`src/rtl/irq_pend_pkg.sv`:
```
// Package: default sizes shared by the pending controller and its bench.
// Assumes the level field is wide enough to encode out-of-range levels.
package irq_pend_pkg;
    localparam int IRQ_LEVELS = 8;
    localparam int IRQ_LVL_W  = 4;
    localparam int IRQ_CNT_W  = 32;
endpackage

```
`src/rtl/irq_lvl_decode.sv`:
```
// Module: irq_lvl_decode
// Turns one command (strobe plus level number) into a one-hot bit mask.
// A level at or beyond NUM_LEVELS gives an empty mask and flags illegal.
// Assumes LVL_W can hold the value NUM_LEVELS.
module irq_lvl_decode #(
    parameter int NUM_LEVELS = 8,
    parameter int LVL_W      = 4
) (
    input  logic                  vld,
    input  logic [LVL_W-1:0]      lvl,
    output logic [NUM_LEVELS-1:0] mask,
    output logic                  illegal
);
    // Range check of the requested level.
    always_comb begin
        illegal = vld && (lvl >= LVL_W'(NUM_LEVELS));
    end

    // One mask bit per legal level.
    for (genvar i = 0; i < NUM_LEVELS; i++) begin : g_bit
        always_comb begin
            mask[i] = vld && (lvl == LVL_W'(i));
        end
    end
endmodule

```
`src/rtl/irq_timer_match.sv`:
```
// Module: irq_timer_match
// Detects the on-core timer event (compare equals a non-zero count) and
// steers it onto the pending bit named by the timer-select field.
// Assumes the select field is wide enough to name every level.
module irq_timer_match #(
    parameter int NUM_LEVELS = 8,
    parameter int CNT_W      = 32,
    localparam int SEL_W     = $clog2(NUM_LEVELS)
) (
    input  logic [CNT_W-1:0]      count,
    input  logic [CNT_W-1:0]      compare,
    input  logic [SEL_W-1:0]      sel,
    output logic                  event_o,
    output logic [NUM_LEVELS-1:0] set_mask
);
    // Equality with the zero-count exclusion.
    always_comb begin
        event_o = (count == compare) && (count != '0);
    end

    // Route the event to the selected level.
    for (genvar i = 0; i < NUM_LEVELS; i++) begin : g_sel
        always_comb begin
            set_mask[i] = event_o && (sel == SEL_W'(i));
        end
    end
endmodule

```
`src/rtl/irq_pend_field.sv`:
```
// Module: irq_pend_field
// Holds the pending field. Precedence: clear-all, then per-bit clear,
// then sets (post or timer). Synchronous active-low reset to zero.
module irq_pend_field #(
    parameter int NUM_LEVELS = 8
) (
    input  logic                  clk,
    input  logic                  rst_n,
    input  logic [NUM_LEVELS-1:0] set_mask,
    input  logic [NUM_LEVELS-1:0] clr_mask,
    input  logic                  clr_all,
    output logic [NUM_LEVELS-1:0] field_q
);
    logic [NUM_LEVELS-1:0] field_d;

    // Next-state: apply sets, then clears, with clear-all overriding.
    always_comb begin
        if (clr_all) begin
            field_d = '0;
        end else begin
            field_d = (field_q | set_mask) & ~clr_mask;
        end
    end

    // State register.
    always_ff @(posedge clk) begin
        if (!rst_n) begin
            field_q <= '0;
        end else begin
            field_q <= field_d;
        end
    end
endmodule

```
`src/rtl/irq_take_gate.sv`:
```
// Module: irq_take_gate
// Registers the take request from the three status gates, the whole
// mask field and the pending status. Also registers the error pulse.
module irq_take_gate #(
    parameter int NUM_LEVELS = 8
) (
    input  logic                  clk,
    input  logic                  rst_n,
    input  logic                  gie,
    input  logic                  erl,
    input  logic                  exl,
    input  logic [NUM_LEVELS-1:0] im,
    input  logic                  any_pend,
    input  logic                  bad_cmd,
    output logic                  take_q,
    output logic                  err_q
);
    logic gates_open;

    // Acceptance gate from the status flags.
    always_comb begin
        gates_open = gie && !erl && !exl;
    end

    // Request and error registers.
    always_ff @(posedge clk) begin
        if (!rst_n) begin
            take_q <= 1'b0;
            err_q  <= 1'b0;
        end else begin
            take_q <= gates_open && (im != '0) && any_pend;
            err_q  <= bad_cmd;
        end
    end
endmodule

```
`src/rtl/irq_pend_ctrl.sv`:
```
// Module: irq_pend_ctrl (top)
// Pending-field controller: two command decoders, the timer match, the
// pending register and the acceptance gate. any_pend includes a timer
// event in the current cycle; take_req and cmd_err are registered.
module irq_pend_ctrl #(
    parameter int NUM_LEVELS = irq_pend_pkg::IRQ_LEVELS,
    parameter int LVL_W      = irq_pend_pkg::IRQ_LVL_W,
    parameter int CNT_W      = irq_pend_pkg::IRQ_CNT_W,
    localparam int SEL_W     = $clog2(NUM_LEVELS)
) (
    input  logic                  clk,
    input  logic                  rst_n,
    input  logic                  post_vld,
    input  logic [LVL_W-1:0]      post_lvl,
    input  logic                  clr_vld,
    input  logic [LVL_W-1:0]      clr_lvl,
    input  logic                  clr_all,
    input  logic                  gie,
    input  logic                  erl,
    input  logic                  exl,
    input  logic [NUM_LEVELS-1:0] im,
    input  logic [CNT_W-1:0]      count,
    input  logic [CNT_W-1:0]      compare,
    input  logic [SEL_W-1:0]      timer_sel,
    output logic [NUM_LEVELS-1:0] pending,
    output logic                  any_pend,
    output logic                  take_req,
    output logic                  cmd_err
);
    logic [NUM_LEVELS-1:0] post_mask, clr_mask, tmr_mask, set_mask;
    logic                  post_bad, clr_bad, tmr_evt;

    irq_lvl_decode #(.NUM_LEVELS(NUM_LEVELS), .LVL_W(LVL_W)) u_post_dec (
        .vld(post_vld), .lvl(post_lvl), .mask(post_mask), .illegal(post_bad)
    );

    irq_lvl_decode #(.NUM_LEVELS(NUM_LEVELS), .LVL_W(LVL_W)) u_clr_dec (
        .vld(clr_vld), .lvl(clr_lvl), .mask(clr_mask), .illegal(clr_bad)
    );

    irq_timer_match #(.NUM_LEVELS(NUM_LEVELS), .CNT_W(CNT_W)) u_tmr (
        .count(count), .compare(compare), .sel(timer_sel),
        .event_o(tmr_evt), .set_mask(tmr_mask)
    );

    // Merge the two set sources.
    always_comb begin
        set_mask = post_mask | tmr_mask;
    end

    irq_pend_field #(.NUM_LEVELS(NUM_LEVELS)) u_field (
        .clk(clk), .rst_n(rst_n), .set_mask(set_mask), .clr_mask(clr_mask),
        .clr_all(clr_all), .field_q(pending)
    );

    // Pending status seen this cycle, timer event included.
    always_comb begin
        any_pend = (pending != '0) || tmr_evt;
    end

    irq_take_gate #(.NUM_LEVELS(NUM_LEVELS)) u_gate (
        .clk(clk), .rst_n(rst_n), .gie(gie), .erl(erl), .exl(exl), .im(im),
        .any_pend(any_pend), .bad_cmd(post_bad || clr_bad),
        .take_q(take_req), .err_q(cmd_err)
    );
endmodule

```
`config.mk`:
```
export PLATFORM = sky130hd
export DESIGN_NAME = irq_pend_ctrl
export DESIGN_NICKNAME = d
export VERILOG_FILES = /design/src/rtl/irq_pend_pkg.sv /design/src/rtl/irq_lvl_decode.sv /design/src/rtl/irq_timer_match.sv /design/src/rtl/irq_pend_field.sv /design/src/rtl/irq_take_gate.sv /design/src/rtl/irq_pend_ctrl.sv
export SDC_FILE = /design/constraint.sdc
export NUM_CORES = 1
export LEC_CHECK = 0
export BUFFER_PORTS_ARGS = -buffer_cell sky130_fd_sc_hd__buf_4
export CORE_UTILIZATION = 34
export CTS_BUF_LIST = sky130_fd_sc_hd__clkbuf_2
export CTS_CLUSTER_DIAMETER = 50
export DETAILED_ROUTE_END_ITERATION = 6
export GPL_TIMING_DRIVEN = 0
export PLACE_DENSITY_LB_ADDON = 0.25
export SETUP_SLACK_MARGIN = 0.3
export SYNTH_ARGS = -nofsm -noshare
export SYNTH_HDL_FRONTEND = slang
export SYNTH_SLANG_ARGS = --single-unit
```
`constraint.sdc`:
```
create_clock -name clk -period 1.5 [get_ports clk]
set_input_delay 0.3 -clock clk [delete_from_list [all_inputs] [get_ports clk]]
set_output_delay 0.3 -clock clk [all_outputs]
set_load 0.005 [all_outputs]
```
# --- Word level (Yosys, flattened, before mapping) ---
# Index checks and enable logic that the tools add are counted.
op_classes:
  order_cmp: 2
  n_eq_ne: 22
  bitwise_logic: 5
  reduce_logical: 42
op_table:
  columns: ["op", "n"]
  rows:
  - ["$eq 32x32->1", 1]
  - ["$eq 4x3->1 const B", 8]
  - ["$reduce_bool 32->1", 1]
  - ["$logic_and 1x1->1", 31]
  - ["$eq 4x2->1 const B", 4]
  - ["$or 8x8->8", 2]
  - ["$reduce_bool 8->1", 2]
  - ["$eq 3x3->1 const B", 4]
  - ["$and 8x8->8", 1]
  - ["$eq 4x1->1 const B", 2]
  - ["$ge 4x4->1 const B", 2]
  - ["$logic_not 4->1", 2]
  - ["$not 8->8", 1]
  - ["$eq 3x2->1 const B", 2]
  - ["$eq 3x1->1 const B", 1]
  - ["$logic_not 3->1", 1]
  - ["$logic_not 1->1", 2]
  - ["$logic_or 1x1->1", 2]
  - ["$reduce_or 2->1", 1]
  - ["$not 1->1", 1]
totals:
  reg_bits: 10

# --- Logic depth before layout (Yosys ltp) ---
# Gate-level depths: netlist (run 1).
logic_depth:
  ltp_word: 6
  mapped_depth: 5
  mapped_depth_nobuf: 5

# --- Modules after synthesis ---
# From an unflattened synthesis (run 1), not the netlist that was laid out.
hier_totals:
  cells_unflattened: 145
  area_unflattened_um2: 1189.9
modules_own_cells:
  columns: ["module", "instances", "cells_per_inst", "area_per_inst_um2"]
  rows:
  - ["irq_timer_match", 1, 71, 575.6]
  - ["irq_pend_field", 1, 26, 295.3]
  - ["irq_lvl_decode", 2, 14, 77.6]
  - ["irq_take_gate", 1, 7, 87.6]
  - ["irq_pend_ctrl", 1, 13, 76.3]

# --- Worst setup path before layout (run 1) ---
# No wires, ideal clock.
synth_path:
  kind: "input -> output"
  startpoint: "input compare[5]"
  endpoint: "output any_pend"
  arrival_time_ns: 1.280
  required_time_ns: 1.200
  slack_ns: -0.080
  path_stages: 5
  n_path_buf: 0
  cell_sequence: "xnor2_1 nand4_1 nor4_4 nand3_1 nand3_1"
synth_between:
  elab_chain_cells: 3
synth_lines:
  columns: ["element", "line", "rtl"]
  rows:
  - ["from (decl)", "irq_pend_ctrl.sv:23", "input logic [CNT_W-1:0] compare,"]
  - ["$eq 32x32->1", "irq_timer_match.sv:18", "event_o = (count == compare) && (count != '0);"]
  - ["$logic_and 1x1->1", "irq_timer_match.sv:18", null]
  - ["$logic_or 1x1->1", "irq_pend_ctrl.sv:58", "any_pend = (pending != '0) || tmr_evt;"]
  - ["to (decl)", "irq_pend_ctrl.sv:26", "output logic any_pend,"]
# No other way between the ends.

# --- Final worst setup path (run 1) ---
layout_path:
  startpoint: "input compare[13]"
  endpoint: "output any_pend"
# Same word-level chain as after synthesis.

==> results.md, run 1 <==
Power:
- The overall power is 0.943 mW.
- The internal portion of total power is roughly 0.64 mW.
- The static leakage power is 1.01 nW.
- Combinational logic is responsible for 55.3% of the overall power.
- The part of the power in the clock network is between 10% and 20%.
- Sequential cells burn 28.8% of the power.
- The total power divided by cell area is 401 nW/µm².
- Of the total power, the share spent switching nets is 32.6%.
- The maximum vdd ir drop is 0.000236 V.
- In this run the power spent charging and discharging nets is roughly 0.3 mW.

Setup path:
- The endpoint of the lowest-slack register-to-register path is u_gate.take_q$_SDFF_PN0_.
- The slowest cell on the critical path is nor4_4.
- The critical path is of the input port to output port type.
- The critical path's top delay family is simple AND/OR/NAND/NOR gates.
- The cell depth of the worst flop-to-flop path is 2.
- The buffers plus inverters on the worst setup path is 2.
- Traced cell by cell, the critical path runs through buf_4 > xnor2_2 > nand4_1 > nor4_4 > nand3_4 > nand3_2 > buf_6.
- The worst setup path is captured at an output port.
- The endpoint required time on the critical path is around 1.2 ns.
- Along the worst path, the maximum fanout reaches 2.
- The worst reg2reg path startpoint is u_field.field_q[2]$_SDFF_PP0_.
- The data arrival time of the worst path is 1.53 ns.
- The slack of the worst reg-to-reg path is between 0.3 and 0.4 ns.
- The critical path startpoint category is an input port.
- On the worst path, the slowest cell contributes a delay of 0.40 ns.

Route:
- In this run, the number of DRC markers left after iteration 0 of detailed routing was about 130.
- The mean routed wirelength per cell is ~19 µm.
- The iteration count of the initial detailed-routing pass is 6.
- The final routed DRC violation total is 7.
- The sum of routed wire length over all layers is 5310 µm.
- The vias after detailed routing is 1,657.
- Using the TritonRoute via totals, the vias-per-cell ratio works out to slightly below 6.
- The number of nets with antenna violations after detailed routing is 0.

Logic synthesis:
- The synthesized netlist net count is around 230.
- The dominant synthesized flop cell is dfxtp_1.
- Of all flip-flops after synthesis, the portion carrying an async set or reset was 0%.
- The number of enable-type register cells in the synthesized netlist is 0.
- The number of instances in the synthesized netlist is about 130.
- The average instance in the mapped netlist occupies 7.87 µm².
- The number of warnings printed during yosys synthesis is 0.
- The number of distinct library cells after synthesis is 30.
- The number of register bits inferred by synthesis is 10.
- The post-synthesis cell area is approximately 1100 µm².
- For this run, the register share of the synthesized area comes to a little under a fifth.

Worst hold path:
- The number of cells on the worst hold path is 2.
- The tightest min-delay check is of the input port to register type.
- The path with the worst hold slack has its endpoint at u_gate.err_q$_SDFF_PN0_.
- The origin of the worst min-delay path is rst_n.

Clock tree:
- The number of buffers inserted for hold repair after clock tree synthesis is 0.
- The CTS tree is built.
- The H-tree depth is 1.
- The clock-pin slew of the registers on the worst-case setup and hold paths is 0.11 ns.
- Counting the buffers created by CTS gives 3.
- The sink count of the clock tree is 10.
- The insertion delay to the later sink of the worst-skew pair is between 0.2 and 0.3 ns.
- The root buffer cell is clkbuf_2.
- The number of buffers between clock root and the deepest sink is 2.

Floorplanning:
- The initialized floorplan defines 19 standard-cell rows.
- 102 I/O pins were placed.
- The initial cell density of the core is between 30% and 40%.
- The die is 57.7 µm wide.
- The floorplan die area is 3330 µm².
- The core area is about 2900 µm².
- From bottom edge to top edge, the die measures 57.7 µm.

Timing:
- Setup violations remaining at the end of the flow were counted as 9.
- The routed design could run at a clock period as short as about 1.8 ns.
- The number of hold violations in the final report came to 0.
- Once routing completed, OpenROAD measured the worst setup slack at -0.328 ns.
- Clock skew on the completed layout was measured at 0.00904 ns.
- The worst path uses 122% of the clock period.
- Setup repair after global routing could not meet its margin everywhere.
- At the pin with the least slew margin, the transition time is 0.539 ns.
- The total count of max-transition violations in the final report came to 0.
- Timing would allow up to 547 MHz.
- Measured against its own limit, the worst slew margin works out to a little under two thirds.
- The setup TNS is -0.778 ns.

Run status:
- The final reports fail on design-rule violations, negative setup slack.
- The flow ran to the end, but the final reports show violations.

Global routing:
- The total routing resource utilization after global routing is 28.3%.
- The residual overflow from global routing is 0.
- The number of global-route vias before repair is roughly 1,600.
- Entering global routing, the biggest net connects 9 pins.
- The first global-routing pass estimated 7170 µm of wire.
- The initial antenna violation count came to 0.

Finish:
- The net count of the finished layout is roughly 340.
- The filler-free cell count of the finished design is 278.
- Relative to the synthesized area, the layout overhead comes to 123%.
- In the final layout, the share of cells above drive strength 1 is 61.9%.
- The commonest non-fill, non-tap cell in the layout is buf_4.
- In the layout the commonest cells are 84 x buf_4, 23 x buf_6, 19 x xnor2_2.
- The number of antenna cells inserted is 0.
- In the final layout, the multi-input gates occupy ~1200 µm².
- The area occupied by registers is between 200 and 250 µm².
- The layout filler cell count is 189.

Placement:
- At the end of routability-driven placement, the weighted congestion stood at ~0.91.
- Port buffering added around 100 buffers.
- The placed wire-length estimate is 3220 µm.
- The total instance count after detailed placement is 266.

Flow run:
- The tool flagged a number of max-cap violations equal to 0.
## layout make-up
type	instances	area share, %
clock buffer	3	0.639
clock inverter	1	0.160
multi-input combinational	124	49.9
sequential	10	8.52
tap	31	1.65
timing repair buffer	109	39.1
## power by group through the flow
stage,combinational [mW],sequential [mW],clock [mW]
6_report,0.521,0.271,0.151
5_1_grt,0.548,0.272,0.161
4_1_cts,0.463,0.271,0.147
3_5_place_dp,0.391,0.277,0
3_3_place_gp,0.386,0.277,0
2_1_floorplan,0.139,0.277,0
## state kept, by name, summed over array words and instances (netlist names)
register and count:
u_field.field_q 8, u_gate.err_q 1, u_gate.take_q 1
## repair_timing
action / CTS / global route
buffers inserted: 7 / 1
setup endpoints to repair: 10 / 10
resized for setup: 50 / 19
pin swaps: 20 / 13
## cells by family (layout without fill, tap and decap cells)
group | after synthesis | after routing | share of synthesized area [%]
buf+inv | 0 | 113 | 0
xor+xnor | 32 | 32 | 26.6
flops | 10 | 10 | 19.0
compound gates | 29 | 29 | 17.6
simple gates | 63 | 63 | 36.9
## Yosys cell counts (all sizes together) (2+ instances only)
master / count / share of area, %
xnor2: 32 / 27
nand4: 12 / 7.1
nor4: 12 / 8.5
dfxtp: 10 / 19
nand2: 8 / 2.8
o21ai: 8 / 3.8
nor2: 6 / 2.1
nor2b: 6 / 3.6
o22ai: 6 / 3.6
a31oi: 5 / 3.0
nand2b: 3 / 1.8
a21o: 2 / 1.4
a21oi: 2 / 0.95
a41oi: 2 / 1.7
nand3: 2 / 0.95
nor3: 2 / 0.95
nor3b: 2 / 1.4
o2111ai: 2 / 1.7
or4: 2 / 1.4
## worst register-to-register path: stages (launching register included)
cell	delay (ns)
dfxtp_1	0.34
nor4_1	0.52
a31oi_1	0.15
## metal layers
layer	global-route usage (%)	share of wire [%]	vias up	wire length, µm
met1	29.4	31	770	1670
li1	-	-	750	-
met5	0	0	-	0
met4	9.18	5.3	0	284
met2	55.1	54	113	2860
met3	6.92	9.4	24	497
## worst max path at each step
stage | from | endpoint | slack, ns | cells after the start
floorplan | compare[21] | any_pend | -0.07 | 5
global placement | compare[21] | any_pend | -0.48 | 7
global route | compare[13] | any_pend | -0.38 | 7
detailed placement | compare[21] | any_pend | -0.52 | 7
CTS | count[0] | any_pend | -0.23 | 7
finish | compare[13] | any_pend | -0.33 | 7
## through the flow
stage	setup WS [ns]	area, µm²	utilization [%]	hold slack [ns]
finish	-0.328	2350	82.4	0.303
global route	-0.381	2350	82.4	0.330
CTS	-0.228	2230	78.2	0.292
detailed placement	-0.518	1880	65.8	0.550
global placement	-0.485	1880	65.8	0.538
floorplan	-0.0684	1080	-	0.428
No activity file was read; power rests on OpenSTA's default activity.
==> run 2, diff against run 1 <==
==> constraint.sdc (replaced) <==
create_clock -name clk -period 1.5 [get_ports clk]
set_input_delay 0.3 -clock clk [delete_from_list [all_inputs] [get_ports clk]]
set_output_delay 0.3 -clock clk [all_outputs]
set_load 0.01 [all_outputs]
==> run 2 against run 1 <==
Net effect: the run still ends with design-rule violations, negative setup slack left; count of clock-buffer cells in the layout stayed put; die area did not move; final cell count decreased by 0.72%; clock skew decreased by 0.00070 ns; design area shrank 2.2%; largest cell class unchanged; largest power group unchanged; highest routed layer unchanged.
==> results.md, run 2 (synthesis gave the netlist of run 1 again) <==
Timing:
- The number of hold violations in the final report is 0.
- Setup repair after global routing could not meet its margin everywhere.
- The shortest period the worst path allows is 1.77 ns.
- Between clock sinks in the finished design, the worst skew comes to around 0.0083 ns.
- At the pin with the least slew margin, the transition time is about 0.5 ns.
- In the post-route analysis, the smallest setup slack over all paths is -0.268 ns.
- Static timing analysis puts the maximum clock frequency at between 500 and 600 MHz.
- Of the available clock period, the critical path in the final layout requires 118%.
- Hold is met by 0.312 ns.
- The number of failing setup endpoints in the final timing report is 4.
- The total count of max-transition violations in the final report came to 0.
- In this run the tightest slew margin relative to its limit is 67.2%.

Route:
- The vias after detailed routing is 1,544.
- The uppermost layer routed is met4.
- In the detailed route, the total length drawn on met3 is 475 µm.
- The final routed DRC violation total is 8.
- In the routed layout, each cell is associated on average with a via count of around 5.6.
- The iteration count of the initial detailed-routing pass is 6.
- The final layout contains routed wiring with a total length of between 4000 and 5000 µm.
- The wire length on met2 is 2460 µm.
- The detailed router's first-iteration violation count is 89.
- In the final routed layout, each cell accounts on average for 16.8 µm.
- The count of nets left with antenna violations once routing finished came out at 0.
- The met1 wire length is between 1500 and 2000 µm.

Setup path:
- The cell occurring most often along the worst timing path is buf_6.
- Tracing the worst setup path back leads to its startpoint at count[18].
- The slowest stage of the critical path belongs to the cell nor4_4.
- Together, buffers and inverters on the worst path number 2.
- Traced cell by cell, the critical path runs through buf_6 > xnor2_2 > nand4_1 > nor4_4 > nand3_4 > nand3_2 > buf_6.
- In this run the register-to-register setup slack is 0.40 ns.
- On the worst path, the slowest cell contributes a delay of approximately 0.4 ns.
- By startpoint and endpoint, the worst setup path is classified as input port to output port.
- The startpoint identified for the worst register-to-register timing path is u_field.field_q[6]$_SDFF_PP0_.
- The worst setup path is captured at an output port.
- The worst-path maximum fanout is 2.
- Broken down by cell family, the worst path's largest delay share belongs to simple AND/OR/NAND/NOR gates.
- The endpoint required time on the critical path is around 1.2 ns.
- The critical path startpoint category is an input port.
- The data arrival time of the worst path is 1.47 ns.

Finish:
- The commonest non-fill, non-tap cell in the layout is buf_4.
- In the layout the commonest cells are 90 x buf_4, 17 x xnor2_1, 15 x xnor2_2.
- The largest registers in the layout are u_field.field_q: 8 flops, u_gate.err_q: 1 flops, u_gate.take_q: 1 flops.
- The final design area excluding fillers is 2300 µm².
- 0 antenna diodes ended up in the layout.
- From synthesis to final layout, the design area changed by 118%.
- The register with the most flip-flops in the layout has 8 of them.
- The share of post-route cells with drive strength above 1 is about three fifths.
- The area occupied by registers is 200 µm².
- Counting flops per register, the top entry is u_field.field_q.
- The layout filler cell count is between 150 and 200.
- For this run, the post-layout net count is 337.
- Summing all multi-input logic gate instances after layout gives ~1200 µm².

Floorplanning:
- The die covers 3330 µm².
- The die height is 57.7 µm.
- The count of pins on the block boundary is 102.
- The initial cell density of the core is 37.0%.
- The core region is approximately 2900 µm².
- In this run the horizontal extent of the chip is 57.7 µm.
- In this run the core area contains 19 standard-cell rows.

Clock tree:
- The number of hold buffers added after CTS was 0.
- Counting every sink on the clock net gives 10.
- No sink is reached through more buffers than the 2 on the longest clock path.
- The insertion delay to the later sink of the worst-skew pair is roughly 0.24 ns.
- In this run, CTS created clock tree buffers numbering 3.
- The H-tree depth is 1.
- The CTS tree is built.
- Clock tree synthesis selected as its root buffer the cell clkbuf_2.
- After clock tree synthesis, the clock-pin slew on the worst setup and hold paths is 0.09 ns.

Power:
- The total power divided by cell area is 396 nW/µm².
- Of the total power, the share spent switching nets is 31.7%.
- The static leakage power is about 0.98 nW.
- The part of the power in the clock network is 16.2%.
- The power share of the combinational group is roughly 54%.
- The overall power is 0.910 mW.
- IR analysis of the VDD net gives a maximum drop of 0.000245 V.
- The analysis attributes to net switching a power of 0.289 mW.
- In this run, flip-flops and latches consume between 20 and 30% of the power.
- The internal power of the cells totals between 0.6 and 0.7 mW.

Placement:
- The area after detailed placement is 1880 µm².
- The post-placement setup slack is -0.564 ns.
- The placed wire-length estimate is between 3000 and 4000 µm.
- At the end of routability-driven placement, the weighted congestion stood at 0.877.
- Input and output buffers added on the ports amount to 101.

Global routing:
- The total routing resource utilization after global routing is between 20% and 30%.
- The first global-routing pass estimated a little under 7000 µm of wire.
- The number of global-route vias before repair is 1,555.
- The initial antenna violation count is 0.
- The residual overflow from global routing is 0.
- Entering global routing, the biggest net connects 9 pins.

Run status:
- The checks that failed: design-rule violations, negative setup slack.
- The flow ran to the end, but the final reports show violations.

Worst hold path:
- The class of the most critical hold timing path is input port to register.
- In this run the most critical hold path is launched from rst_n.

Flow run:
- The max-capacitance violation count is 0.
## run 2: changes by cell type in the layout (fill, tap and decap cells not counted), moves of 2 or more
cell,previous run,this run
nand2_1,7,4
nor4_4,6,8
buf_4,84,90
buf_8,2,5
nor4_2,4,2
nand2_2,1,3
xnor2_2,19,15
xnor2_1,12,17
buf_6,23,12
## run 2: area by class of cell
class	count	share of cell area, %
Clock buffer	3	0.654
Clock inverter	1	0.163
Multi-Input combinational cell	124	50.2
Sequential cell	10	8.71
Tap cell	31	1.69
Timing Repair Buffer	107	38.6
## run 2: layer usage
metal / track usage [%] / vias to the layer above
li1: - / 746
met1: 29.3 / 690
met2: 52.0 / 98
met3: 4.46 / 10
met4: 8.50 / 0
met5: 0 / -
## run 2: power by group through the flow
stage | Combinational [mW] | Clock [mW] | Sequential (mW)
2_1_floorplan | 0.140 | 0 | 0.279
3_3_place_gp | 0.389 | 0 | 0.277
3_5_place_dp | 0.394 | 0 | 0.277
4_1_cts | 0.466 | 0.147 | 0.271
5_1_grt | 0.523 | 0.169 | 0.271
6_report | 0.492 | 0.147 | 0.271
## run 2: worst register-to-register path, stage by stage, from the launching register on
cell	delay, ns
dfxtp_1	0.34
nor4_1	0.48
a31oi_1	0.16
## run 2: what timing repair did
action,4_1_cts,5_1_grt
gates resized for setup,50,13
pin swaps,27,13
hold endpoints to repair,0,0
buffers inserted,4,2
setup endpoints to repair,10,10
## run 2: final timing paths
kind                                                      end  depth (start not counted)
worst min-delay path                  u_gate.err_q$_SDFF_PN0_                          2
worst max-delay path                                 any_pend                          7
worst min register to register  u_field.field_q[0]$_SDFF_PP0_                          2
worst max register to register       u_gate.take_q$_SDFF_PN0_                          2
## run 2: stage by stage
step           util [%]  TNS (ns)  std cells
2_1_floorplan         -   -0.0979        134
3_3_place_gp       66.0     -2.17        266
3_5_place_dp       66.0     -2.24        266
4_1_cts            77.7    -0.212        274
5_1_grt            80.5    -0.990        276
6_report           80.5    -0.389        276
